===== src/rtl/rspmon_pkg.sv =====
`timescale 1ns/1ps
package rspmon_pkg;

  localparam int RESP_W  = 2;
  localparam int TRANS_W = 2;
  localparam int CODE_W  = 3;

  typedef enum logic [RESP_W-1:0] {
    RSP_OKAY  = 2'd0,
    RSP_ERROR = 2'd1,
    RSP_RETRY = 2'd2,
    RSP_SPLIT = 2'd3
  } resp_e;

  typedef enum logic [TRANS_W-1:0] {
    TR_IDLE   = 2'd0,
    TR_BUSY   = 2'd1,
    TR_NONSEQ = 2'd2,
    TR_SEQ    = 2'd3
  } trans_e;

  // Window tracker states: open (fresh window), stall (waiting), tail (second cycle due)
  typedef enum logic [1:0] {
    ST_OPEN  = 2'd0,
    ST_STALL = 2'd1,
    ST_TAIL  = 2'd2
  } win_e;

  // Lower value wins when several rules fail together
  typedef enum logic [CODE_W-1:0] {
    VC_NONE     = 3'd0,
    VC_EARLY    = 3'd1,
    VC_CHANGE   = 3'd2,
    VC_TAIL_LOW = 3'd3,
    VC_BUSY     = 3'd4
  } vcode_e;

endpackage


===== src/rtl/rspmon_rstsync.sv =====
`timescale 1ns/1ps
module rspmon_rstsync #(
  parameter int STAGES = 2
) (
  input  logic clk_i,
  input  logic rst_ni,
  output logic rst_no
);

  logic [STAGES-1:0] sync_q;
  logic [STAGES-1:0] sync_d;

  // Shift a constant one in; assertion is asynchronous, release takes STAGES edges
  generate
    if (STAGES == 1) begin : g_single
      always_comb sync_d = 1'b1;
    end else begin : g_chain
      always_comb sync_d = {sync_q[STAGES-2:0], 1'b1};
    end
  endgenerate

  always_ff @(posedge clk_i or negedge rst_ni) begin
    if (!rst_ni) sync_q <= '0;
    else         sync_q <= sync_d;
  end

  assign rst_no = sync_q[STAGES-1];

endmodule


===== src/rtl/rspmon_window.sv =====
`timescale 1ns/1ps
module rspmon_window
  import rspmon_pkg::*;
(
  input  logic              clk_i,
  input  logic              rst_ni,
  input  logic              ready_i,
  input  logic [RESP_W-1:0] resp_i,
  output vcode_e            code_o,
  output logic              in_tail_o
);

  win_e  state_q, state_d;
  resp_e held_q, held_d;
  logic  held_en;

  // Next-state and per-cycle verdict
  always_comb begin
    state_d = state_q;
    held_d  = held_q;
    held_en = 1'b0;
    code_o  = VC_NONE;
    case (state_q)
      ST_TAIL: begin
        if (resp_e'(resp_i) != held_q) code_o = VC_CHANGE;
        else if (!ready_i)             code_o = VC_TAIL_LOW;
        state_d = ready_i ? ST_OPEN : ST_STALL;
      end
      default: begin
        if (resp_e'(resp_i) == RSP_OKAY) begin
          state_d = ready_i ? ST_OPEN : ST_STALL;
        end else if (!ready_i) begin
          state_d = ST_TAIL;
          held_d  = resp_e'(resp_i);
          held_en = 1'b1;
        end else begin
          code_o  = VC_EARLY;
          state_d = ST_OPEN;
        end
      end
    endcase
  end

  always_ff @(posedge clk_i or negedge rst_ni) begin
    if (!rst_ni) state_q <= ST_OPEN;
    else         state_q <= state_d;
  end

  always_ff @(posedge clk_i or negedge rst_ni) begin
    if (!rst_ni)      held_q <= RSP_OKAY;
    else if (held_en) held_q <= held_d;
  end

  assign in_tail_o = (state_q == ST_TAIL);

endmodule


===== src/rtl/rspmon_busy.sv =====
`timescale 1ns/1ps
module rspmon_busy
  import rspmon_pkg::*;
(
  input  logic               clk_i,
  input  logic               rst_ni,
  input  logic               ready_i,
  input  logic [RESP_W-1:0]  resp_i,
  input  logic [TRANS_W-1:0] trans_i,
  output logic               viol_o,
  output logic               pend_o
);

  logic pend_q, pend_d;

  always_comb begin
    pend_d = ready_i && (trans_e'(trans_i) == TR_BUSY);
    viol_o = pend_q && !(ready_i && (resp_e'(resp_i) == RSP_OKAY));
  end

  always_ff @(posedge clk_i or negedge rst_ni) begin
    if (!rst_ni) pend_q <= 1'b0;
    else         pend_q <= pend_d;
  end

  assign pend_o = pend_q;

endmodule


===== src/rtl/rspmon_report.sv =====
`timescale 1ns/1ps
module rspmon_report
  import rspmon_pkg::*;
(
  input  logic              clk_i,
  input  logic              rst_ni,
  input  vcode_e            win_code_i,
  input  logic              busy_viol_i,
  output logic              flag_o,
  output logic [CODE_W-1:0] code_o
);

  vcode_e code_d, code_q;
  logic   flag_q, flag_set;

  always_comb begin
    if (win_code_i != VC_NONE) code_d = win_code_i;
    else if (busy_viol_i)      code_d = VC_BUSY;
    else                       code_d = VC_NONE;
    flag_set = (code_d != VC_NONE);
  end

  always_ff @(posedge clk_i or negedge rst_ni) begin
    if (!rst_ni) code_q <= VC_NONE;
    else         code_q <= code_d;
  end

  always_ff @(posedge clk_i or negedge rst_ni) begin
    if (!rst_ni)       flag_q <= 1'b0;
    else if (flag_set) flag_q <= 1'b1;
  end

  assign flag_o = flag_q;
  assign code_o = code_q;

endmodule


===== src/rtl/rspmon_top.sv =====
`timescale 1ns/1ps
module rspmon_top
  import rspmon_pkg::*;
#(
  parameter int SYNC_STAGES = 2
) (
  input  logic               clk_i,
  input  logic               rst_ni,
  input  logic               ready_i,
  input  logic [RESP_W-1:0]  resp_i,
  input  logic [TRANS_W-1:0] trans_i,
  output logic               viol_flag_o,
  output logic [CODE_W-1:0]  viol_code_o
);

  logic   rst_int_n;
  vcode_e win_code;
  logic   in_tail;
  logic   busy_viol;
  logic   busy_pend;

  rspmon_rstsync #(.STAGES(SYNC_STAGES)) u_rst (
    .clk_i  (clk_i),
    .rst_ni (rst_ni),
    .rst_no (rst_int_n)
  );

  rspmon_window u_win (
    .clk_i     (clk_i),
    .rst_ni    (rst_int_n),
    .ready_i   (ready_i),
    .resp_i    (resp_i),
    .code_o    (win_code),
    .in_tail_o (in_tail)
  );

  rspmon_busy u_busy (
    .clk_i   (clk_i),
    .rst_ni  (rst_int_n),
    .ready_i (ready_i),
    .resp_i  (resp_i),
    .trans_i (trans_i),
    .viol_o  (busy_viol),
    .pend_o  (busy_pend)
  );

  rspmon_report u_rep (
    .clk_i       (clk_i),
    .rst_ni      (rst_int_n),
    .win_code_i  (win_code),
    .busy_viol_i (busy_viol),
    .flag_o      (viol_flag_o),
    .code_o      (viol_code_o)
  );

endmodule


===== config.mk =====
export PLATFORM = sky130hd
export DESIGN_NAME = rspmon_top
export DESIGN_NICKNAME = d
export VERILOG_FILES = /design/src/rtl/rspmon_pkg.sv /design/src/rtl/rspmon_rstsync.sv /design/src/rtl/rspmon_window.sv /design/src/rtl/rspmon_busy.sv /design/src/rtl/rspmon_report.sv /design/src/rtl/rspmon_top.sv
export SDC_FILE = /design/constraint.sdc
export NUM_CORES = 1
export LEC_CHECK = 0
export ABC_AREA = 1
export BUFFER_PORTS_ARGS = -buffer_cell sky130_fd_sc_hd__clkbuf_2
export CORE_AREA = 5 5 42 44
export CTS_BUF_LIST = sky130_fd_sc_hd__clkbuf_8
export DETAILED_ROUTE_END_ITERATION = 7
export DIE_AREA = 0 0 47 49
export PLACE_DENSITY = 0.62
export REMOVE_ABC_BUFFERS = 1
export SYNTH_ARGS = -nofsm -noshare
export SYNTH_HDL_FRONTEND = slang
export SYNTH_HIERARCHICAL = 1
export SYNTH_SLANG_ARGS = --single-unit

===== constraint.sdc =====
create_clock -name clk_i -period 1 [get_ports clk_i]
set_input_delay 0.1 -clock clk_i [delete_from_list [all_inputs] [get_ports clk_i]]
set_output_delay 0.1 -clock clk_i [all_outputs]
set_load 0.1 [all_outputs]

==> results of run 1 <==
## sequential cells by signal, summed over array words and instances, names as in the netlist
register and cells:
u_rep/code_o 3, u_rst/sync_q 2, u_win/held_q 2, u_win/state_q 2
u_busy/pend_o 1, u_rep/flag_o 1
## cell usage after synthesis, drive strengths merged
library cell | count | area, um^2
inv | 11 | 41.3
conb | 2 | 7.51
nand2 | 21 | 83.8
dfrtp | 11 | 275
clkbuf | 2 | 7.51
nand3 | 1 | 5.00
nor2 | 10 | 50.1
xnor2 | 1 | 8.76
o21bai | 1 | 7.51
a21oi | 1 | 5.00
buf | 1 | 7.51
## logic make-up (layout without fill, tap and decap cells)
logic type / Yosys count / count (layout)
xor gates and xnor gates: 1 / 1
other: 2 / 2
AOI/OAI and AO/OA: 2 / 2
and+or+nand+nor: 32 / 32
buffers and inverters: 14 / 30
DFF: 11 / 11
## worst max-delay path: stages, from the launching register on
cell	delay, ns
dfrtp_1	0.39
inv_1	0.06
nand2_1	0.06
nand2_2	0.08
nand2_1	0.05
nand2_1	0.06
nand2_1	0.06
inv_1	0.06
nand2_2	0.05
nor2_2	0.11
nand2_1	0.06
## final cells by class
cell class,count,area (um^2)
multi-input combinational,37,193
clock buffer,3,41.3
tap,16,20.0
clock inverter,1,3.75
fill,133,677
sequential,11,275
inverter,11,41.3
timing repair buffer,15,150
## cells in the final DEF, fill, tap and decap left out, types with 2 or more instances in the layout
master    count
nand2_1      16
dfrtp_1      11
inv_1        10
clkbuf_2      6
nor2_1        5
nand2_2       5
buf_12        4
buf_4         4
clkbuf_8      3
nor2_2        3
conb_1        2
inv_2         2
nor2_4        2
## per-layer routing
layer	GRT usage (%)	vias up	wire, um
li1	-	207	-
met1	9.01	184	365
met2	13.1	8	484
met3	4.43	0	36
met4	1.38	0	0
met5	0	-	0
## what timing repair did
action,CTS,global route
pin swaps,2,8
buffers inserted,1,1
endpoints found under the setup margin,2,5
hold buffers,1,0
resized for setup,1,7
hold endpoints to repair,2,0
## worst paths after layout
kind	cells after the start	end	slack [ns]
max	10	u_rep/flag_o	-0.15
min	2	u_busy/pend_o	0.02
max reg2reg	10	u_rep/flag_o	-0.15
min reg2reg	0	u_busy/pend_o	0.14
max in group asynchronous	0	u_win/state_q[0]	0.60
min in group asynchronous	0	u_busy/pend_o	0.14
## power by group
part           switching, mW  internal, mW
combinational          0.190         0.126
sequential            0.0334         0.484
clock                  0.154         0.268
## metrics by stage
stage	std cells	hold WS (ns)	power, mW	setup WS (ns)
6_report	94	0.0152	1.26	-0.151
5_1_grt	94	0.0208	1.31	-0.250
4_1_cts	94	0.0105	1.25	-0.148
3_5_place_dp	88	-0.113	0.805	-0.142
3_3_place_gp	88	-0.114	0.802	-0.116
2_1_floorplan	59	-0.196	0.692	-0.125
==> impl_metrics.json, run 1 <==
{
  "wl_per_cell_um": 9.43,
  "max_freq_mhz": 869,
  "fin_area_um2": 724,
  "die_x_um": 47,
  "grt_max_degree": 10,
  "ys_seq_elements": 11,
  "cts_max_level": 1,
  "cts-root-buf": "clkbuf_8",
  "syn_area_um2": 499,
  "finalWirelength_um": 886,
  "synth-simple-area-share_pct": 27.8,
  "grt_pass1_wl_um": 1350,
  "worst_ep_arrival_time_ns": 1.27,
  "ant_nets": 0,
  "status": "finished, violations left",
  "area_delta_synth_final_pct": 45.1,
  "power.density_nw_per_um2": 1730,
  "maxCapViolCount": 0,
  "ys_warn_count": 6,
  "via_per_inst": 4.24,
  "utilization_pct": 51.7,
  "skew_ns": 0.000304,
  "synth_compound_area_share_pct": 2.51,
  "cp.required_ns": 1.12,
  "drive_gt1_share_pct": 38.5,
  "port_buffers": 10,
  "hold_path_startpoint": "trans_i[1]",
  "insertedDiodeCount": 0,
  "ir_worst_vdd_v": 0.000958,
  "synth-xor-area-share_pct": 1.75,
  "cts_sinks": 11,
  "die_h_um": 49,
  "initial_utilization_pct": 35.6,
  "synth.distinct_cells": 15,
  "clock_latency_ns": 0.23,
  "synth_area_per_cell_um2": 8.05,
  "track_usage_pct": 8.01,
  "synthCells": 62,
  "tritoncts": "built",
  "layout.nets": 86,
  "finalHoldViolations": 0,
  "coreArea_um2": 1400,
  "antenna_found_initial": 0,
  "path_max_fanout": 3,
  "r2r_start": "u_win/held_q[1]",
  "die-area_um2": 2300,
  "drcViolationCount": 0,
  "clockBufferDepth": 2,
  "drt_iter0_markers": 3,
  "violations": "negative setup slack",
  "period_minus_slack_ns": 1.15,
  "gp_congestion": 0.845,
  "fin_crit_sh_pct": 115,
  "fp-row-count": 14,
  "dr.pass1.iters": 4,
  "crit_type": "reg2reg",
  "layout_setup_ws_ns": -0.151,
  "tritoncts.num_buffers": 3,
  "rsz0062_at_grt": "yes",
  "synthAdderAreaFrac_pct": 0,
  "critPathCaptureType": "flop",
  "hp-class": "in2reg",
  "setup.worst_path.start_class": "flop",
  "clk_pin_slew_ns": 0.05,
  "ys_seq_area_share_pct": 55.1,
  "fin_tns_setup_ns": -0.263,
  "p_leak_nw": 0.384,
  "grt_pass1_vias": 372,
  "synthMuxAreaShare_pct": 0,
  "via_count": 399,
  "drv_slew": 0,
  "cp-startpoint": "u_win/held_q[1]",
  "ioPinCount": 11,
  "synth_top_family_by_area": "simple AND/OR/NAND/NOR gates",
  "dpl_cell_area_um2": 637,
  "setup_viol": 2,
  "overflow": 0,
  "hpwl_um": 638
}
Note: power is estimated with default switching activity, not from simulation.
==> run 2, diff against run 1 <==
--- a/config.mk
+++ b/config.mk
@@ -12,7 +12,6 @@
 export DETAILED_ROUTE_END_ITERATION = 7
 export DIE_AREA = 0 0 47 49
 export PLACE_DENSITY = 0.62
-export REMOVE_ABC_BUFFERS = 1
 export SYNTH_ARGS = -nofsm -noshare
 export SYNTH_HDL_FRONTEND = slang
 export SYNTH_HIERARCHICAL = 1
==> run 2 against run 1 <==
Compared with the run above: the flow still finishes with violations (negative setup slack); worst setup slack improved by 0.037 ns; clock skew barely moved; clock power barely moved; sequential power barely moved; hold slack got worse by 0.0012 ns; critical endpoint unchanged; highest routed layer is now met4.
==> impl_metrics.json, run 2 (same netlist as run 1, synthesis figures left out) <==
{
  "status": "finished, violations left",
  "violations": "negative setup slack",
  "clock_latency_ns": 0.23,
  "p_switching_mw": 0.372,
  "worst_ep_arrival_time_ns": 1.23,
  "tritoncts.num_buffers": 3,
  "layout.nets": 85,
  "die_x_um": 47,
  "max_freq_mhz": 897,
  "hpwl_um": 678,
  "crit_type": "reg2reg",
  "overflow": 0,
  "path_max_fanout": 2,
  "ant_nets": 0,
  "drt_iter0_markers": 5,
  "power.density_nw_per_um2": 1740,
  "clock_power_share_pct": 33.9,
  "setup.worst_path.start_class": "flop",
  "fillers": 131,
  "maxCapViolCount": 0,
  "skew_ns": 0.000752,
  "holdWs_ns": 0.0140,
  "clk_pin_slew_ns": 0.05,
  "grt_pass1_wl_um": 1510,
  "cp.required_ns": 1.12,
  "clockBufferDepth": 2,
  "post_cts_buffers": 0,
  "drive_gt1_share_pct": 39.0,
  "final_cell_mix": "nand2_1 (15), inv_1 (10), dfrtp_1 (10)",
  "port_buffers": 10,
  "finalHoldViolations": 0,
  "intPower_mw": 0.872,
  "finalWirelength_um": 851,
  "cp_cell_sequence": "xnor2_2 > nand2_1 > nand2_1 > nand2_1 > inv_1 > nand2_2 > nor2_1 > nand2_1",
  "cpMostUsedCell": "nand2_1",
  "comb_power_share_pct": 24.3,
  "netSwitchingFraction_pct": 29.9,
  "fp-row-count": 14,
  "gp_congestion": 0.856,
  "final_common_cell": "nand2_1",
  "grt_pass1_vias": 373,
  "slowest_stage": "dfrtp_1",
  "synth.net_count": 69,
  "coreArea_um2": 1400,
  "p_seq_share_pct": 41.8,
  "critPathCaptureType": "flop",
  "tritoncts": "built",
  "drv_slew": 0,
  "ir_worst_vdd_v": 0.00119,
  "die_h_um": 49,
  "track_usage_pct": 9.36,
  "initial_utilization_pct": 35.6,
  "fin_tns_setup_ns": -0.187,
  "via_count": 393,
  "fin_cells": 93,
  "insertedDiodeCount": 0,
  "drcViolationCount": 0,
  "power_mw": 1.24,
  "hp-class": "in2reg",
  "cts-root-buf": "clkbuf_8",
  "place_inst": 88,
  "layout_setup_ws_ns": -0.114,
  "p_leak_nw": 0.378,
  "area_delta_synth_final_pct": 42.9,
  "period_minus_slack_ns": 1.11,
  "grt_max_degree": 10,
  "fin_crit_sh_pct": 111,
  "wl_per_cell_um": 9.15,
  "post-place-ws_ns": -0.122,
  "cts_sinks": 11,
  "via_per_inst": 4.23,
  "setup_viol": 2,
  "cts_max_level": 1,
  "die-area_um2": 2300,
  "rsz0062_at_grt": "yes",
  "antenna_found_initial": 0,
  "dr.pass1.iters": 3,
  "ioPinCount": 11,
  "max_stage_delay_ns": 0.40,
  "largest_reg_flops": 3
}
## run 2: changes by cell type in the layout (fill, tap and decap cells not counted)
| cell | previous run | this run |
|---|---|---|
| nor2_1 | 5 | 6 |
| dfrtp_1 | 11 | 10 |
| buf_4 | 4 | 3 |
| nand2_1 | 16 | 15 |
| nand2_2 | 5 | 6 |
| nor2_4 | 2 | 1 |
| dfrtp_2 | 0 | 1 |
## run 2: layout make-up
type	count	area (um^2)	share of cell area, %
sequential	11	277	38.8
inverter	11	41.3	5.79
timing repair buffer	14	143	20.0
clock inverter	1	3.75	0.526
tap	16	20.0	2.81
multi-input combinational	37	188	26.3
clock buffer	3	41.3	5.79
## run 2: timing repair
item,4_1_cts,5_1_grt
endpoints found under the hold margin,2,0
setup endpoints to repair,2,4
pin swaps,0,2
gates resized for setup,1,6
hold buffers,1,0
## run 2: path summary, 6_finish.rpt
kind	endpoint	slack (ns)	from	cells past startpoint
worst max-delay path	u_rep/flag_o	-0.11	u_win/held_q[0]	8
worst min-delay path	u_busy/pend_o	0.01	trans_i[1]	2
worst max register to register	u_rep/flag_o	-0.11	u_win/held_q[0]	8
worst min register to register	u_rep/code_o[2]	0.15	u_rst/sync_q[1]	0
max in group asynchronous	u_rep/flag_o	0.57	u_rst/sync_q[1]	0
min in group asynchronous	u_rep/code_o[2]	0.15	u_rst/sync_q[1]	0
## run 2: critical path, delay by kind of cell, from the launching register on
kind | cells | cell delay [ns]
buf+inv | 1 | 0.06
xor+xnor | 1 | 0.15
simple gates | 6 | 0.39
flops | 1 | 0.40
## run 2: metal layers
metal / GRT usage, % / part of all wire [%] / vias to the layer above
li1: - / - / 204
met3: 3.69 / 4.7 / 4
met5: 0 / 0 / -
met4: 7.83 / 2.6 / 0
met2: 13.3 / 52 / 8
met1: 10.3 / 41 / 177
## run 2: through the flow
step	util, %	area (um^2)
6_report	50.9	713
5_1_grt	50.9	713
4_1_cts	49.6	696
3_5_place_dp	45.5	638
3_3_place_gp	45.5	638
2_1_floorplan	-	500
## run 2: power groups by stage
stage | clock network, mW | logic [mW] | registers (mW)
2_1_floorplan | 0 | 0.0974 | 0.603
3_3_place_gp | 0 | 0.279 | 0.522
3_5_place_dp | 0 | 0.284 | 0.524
4_1_cts | 0.440 | 0.288 | 0.516
5_1_grt | 0.463 | 0.326 | 0.525
6_report | 0.421 | 0.303 | 0.519
==> run 3, diff against run 2 <==
--- a/config.mk
+++ b/config.mk
@@ -8,7 +8,7 @@
 export ABC_AREA = 1
 export BUFFER_PORTS_ARGS = -buffer_cell sky130_fd_sc_hd__clkbuf_2
 export CORE_AREA = 5 5 42 44
-export CTS_BUF_LIST = sky130_fd_sc_hd__clkbuf_8
+export CTS_BUF_LIST = sky130_fd_sc_hd__clkbuf_16
 export DETAILED_ROUTE_END_ITERATION = 7
 export DIE_AREA = 0 0 47 49
 export PLACE_DENSITY = 0.62
==> run 3 against run 2 <==
Compared with the run above: highest routed layer is now met3; count of clock-buffer cells in the layout did not move; power rose by 23%; combinational power barely moved; clock power rose by 67%; the run still ends with negative setup slack left; sequential power barely moved; critical path type unchanged.
==> impl_metrics.json, run 3 (same netlist as run 1, synthesis figures left out) <==
{
  "status": "finished, violations left",
  "violations": "negative setup slack",
  "fillers": 122,
  "drcViolationCount": 0,
  "crit_buf_inv": 1,
  "layout_setup_ws_ns": -0.110,
  "p_leak_nw": 0.394,
  "cp_cell_sequence": "xnor2_2 > nand2_1 > nand2_1 > nand2_1 > inv_1 > nand2_2 > nor2_1 > nand2_1",
  "crit_type": "reg2reg",
  "hold_end": "u_busy/pend_o",
  "die_h_um": 49,
  "drv_slew": 0,
  "hold_depth": 2,
  "multi_input_area_um2": 188,
  "power.density_nw_per_um2": 2040,
  "clock_latency_ns": 0.23,
  "via_count": 385,
  "drive_gt1_share_pct": 39.0,
  "fp-row-count": 14,
  "tritoncts.num_buffers": 3,
  "setup_viol": 2,
  "initial_utilization_pct": 35.6,
  "path_delay_family": "flip-flops",
  "ir_worst_vdd_v": 0.00107,
  "period_minus_slack_ns": 1.11,
  "r2r-end": "u_rep/flag_o",
  "max_freq_mhz": 901,
  "dpl_cell_area_um2": 638,
  "setup.worst_path.start_class": "flop",
  "dr.pass1.iters": 3,
  "gp_congestion": 0.856,
  "overflow": 0,
  "r2r_slack_ns": -0.11,
  "maxCapViolCount": 0,
  "tritoncts": "built",
  "cp.required_ns": 1.12,
  "synth.net_count": 69,
  "fin_crit_sh_pct": 111,
  "cpMostUsedCell": "nand2_1",
  "fin_tns_setup_ns": -0.178,
  "fin_area_um2": 747,
  "drt_iter0_markers": 5,
  "critPathCaptureType": "flop",
  "max_stage_delay_ns": 0.40,
  "layout.nets": 85,
  "via_per_inst": 4.14,
  "path_depth": 8,
  "final_cell_mix": "nand2_1 (15), inv_1 (10), dfrtp_1 (10)",
  "ioPinCount": 11,
  "wl_per_cell_um": 9.47,
  "skew_ns": 0.000469,
  "insertedDiodeCount": 0,
  "finalWirelength_um": 881,
  "grt_pass1_vias": 378,
  "cts_sinks": 11,
  "hp-class": "in2reg",
  "path_max_fanout": 2,
  "worst_ep_arrival_time_ns": 1.23,
  "die-area_um2": 2300,
  "final_common_cell": "nand2_1",
  "area_delta_synth_final_pct": 49.6,
  "r2r_start": "u_win/held_q[0]",
  "cts-root-buf": "clkbuf_16",
  "rsz0062_at_grt": "yes",
  "power_mw": 1.53,
  "finalHoldViolations": 0,
  "hpwl_um": 678,
  "hold_path_startpoint": "trans_i[1]",
  "track_usage_pct": 9.71,
  "r2r_cells": 8,
  "coreArea_um2": 1400,
  "port_buffers": 10,
  "ant_nets": 0,
  "grt_pass1_wl_um": 1550,
  "regArea_um2": 277,
  "antenna_found_initial": 0,
  "grt_max_degree": 10,
  "slowest_stage": "dfrtp_1",
  "clockBufferDepth": 2,
  "cts_max_level": 1,
  "clk_pin_slew_ns": 0.04,
  "die_x_um": 47,
  "largest_reg_flops": 3
}
-- run 3: worst max-delay path by stage --
stage | startpoint | endpoint | slack (ns)
final | u_win/held_q[0] | u_rep/flag_o | -0.11
after global routing | u_win/held_q[0] | u_rep/flag_o | -0.20
after CTS | u_win/held_q[0] | u_rep/flag_o | -0.13
after detailed placement | u_win/held_q[0] | u_rep/flag_o | -0.12
after global placement | u_win/held_q[0] | u_rep/flag_o | -0.09
after floorplan | u_win/held_q[0] | u_rep/flag_o | -0.02
-- run 3: what timing repair did --
item / in CTS / in global routing
resized for setup: 1 / 6
hold buffers: 1 / 0
hold endpoints to repair: 2 / 0
buffers inserted: 0 / 1
pin swaps: 0 / 2
endpoints found under the setup margin: 2 / 4
-- run 3: layer usage --
metal  vias to the layer above  GRT usage (%)  part of all wire [%]
met5                         -              0                     0
met4                         0           5.07                     0
met3                         0           7.01                   7.3
met2                         9           13.8                    53
met1                       173           10.3                    40
li1                        203              -                     -
-- run 3: worst reg2reg max path, stage by stage, from the launching register on --
cell     delay [ns]
dfrtp_1        0.40
xnor2_2        0.15
nand2_1        0.07
nand2_1        0.06
nand2_1        0.06
inv_1          0.06
nand2_2        0.05
nor2_1         0.09
nand2_1        0.06
-- run 3: area by class of cell --
| type | instances | share of cell area (%) |
|---|---|---|
| clock buffer | 3 | 10.1 |
| multi-input combinational | 37 | 25.1 |
| timing repair buffer | 14 | 19.1 |
| inverter | 11 | 5.53 |
| sequential | 11 | 37.0 |
| clock inverter | 1 | 0.503 |
| tap | 16 | 2.68 |
-- run 3: metrics by stage --
step / setup slack, ns / util, % / instances / hold WS [ns]
final: -0.110 / 53.3 / 93 / 0.0133
after CTS: -0.127 / 52.1 / 93 / 0.0117
after floorplan: -0.0228 / - / 62 / -0.196
after global routing: -0.203 / 53.3 / 93 / 0.0280
after global placement: -0.0923 / 45.5 / 88 / -0.114
after detailed placement: -0.122 / 45.5 / 88 / -0.111
-- run 3: where the power goes --
| group | switching (mW) | leakage (nW) | internal (mW) |
|---|---|---|---|
| sequential | 0.0360 | 0.133 | 0.485 |
| combinational | 0.183 | 0.219 | 0.119 |
| clock | 0.181 | 0.0423 | 0.523 |
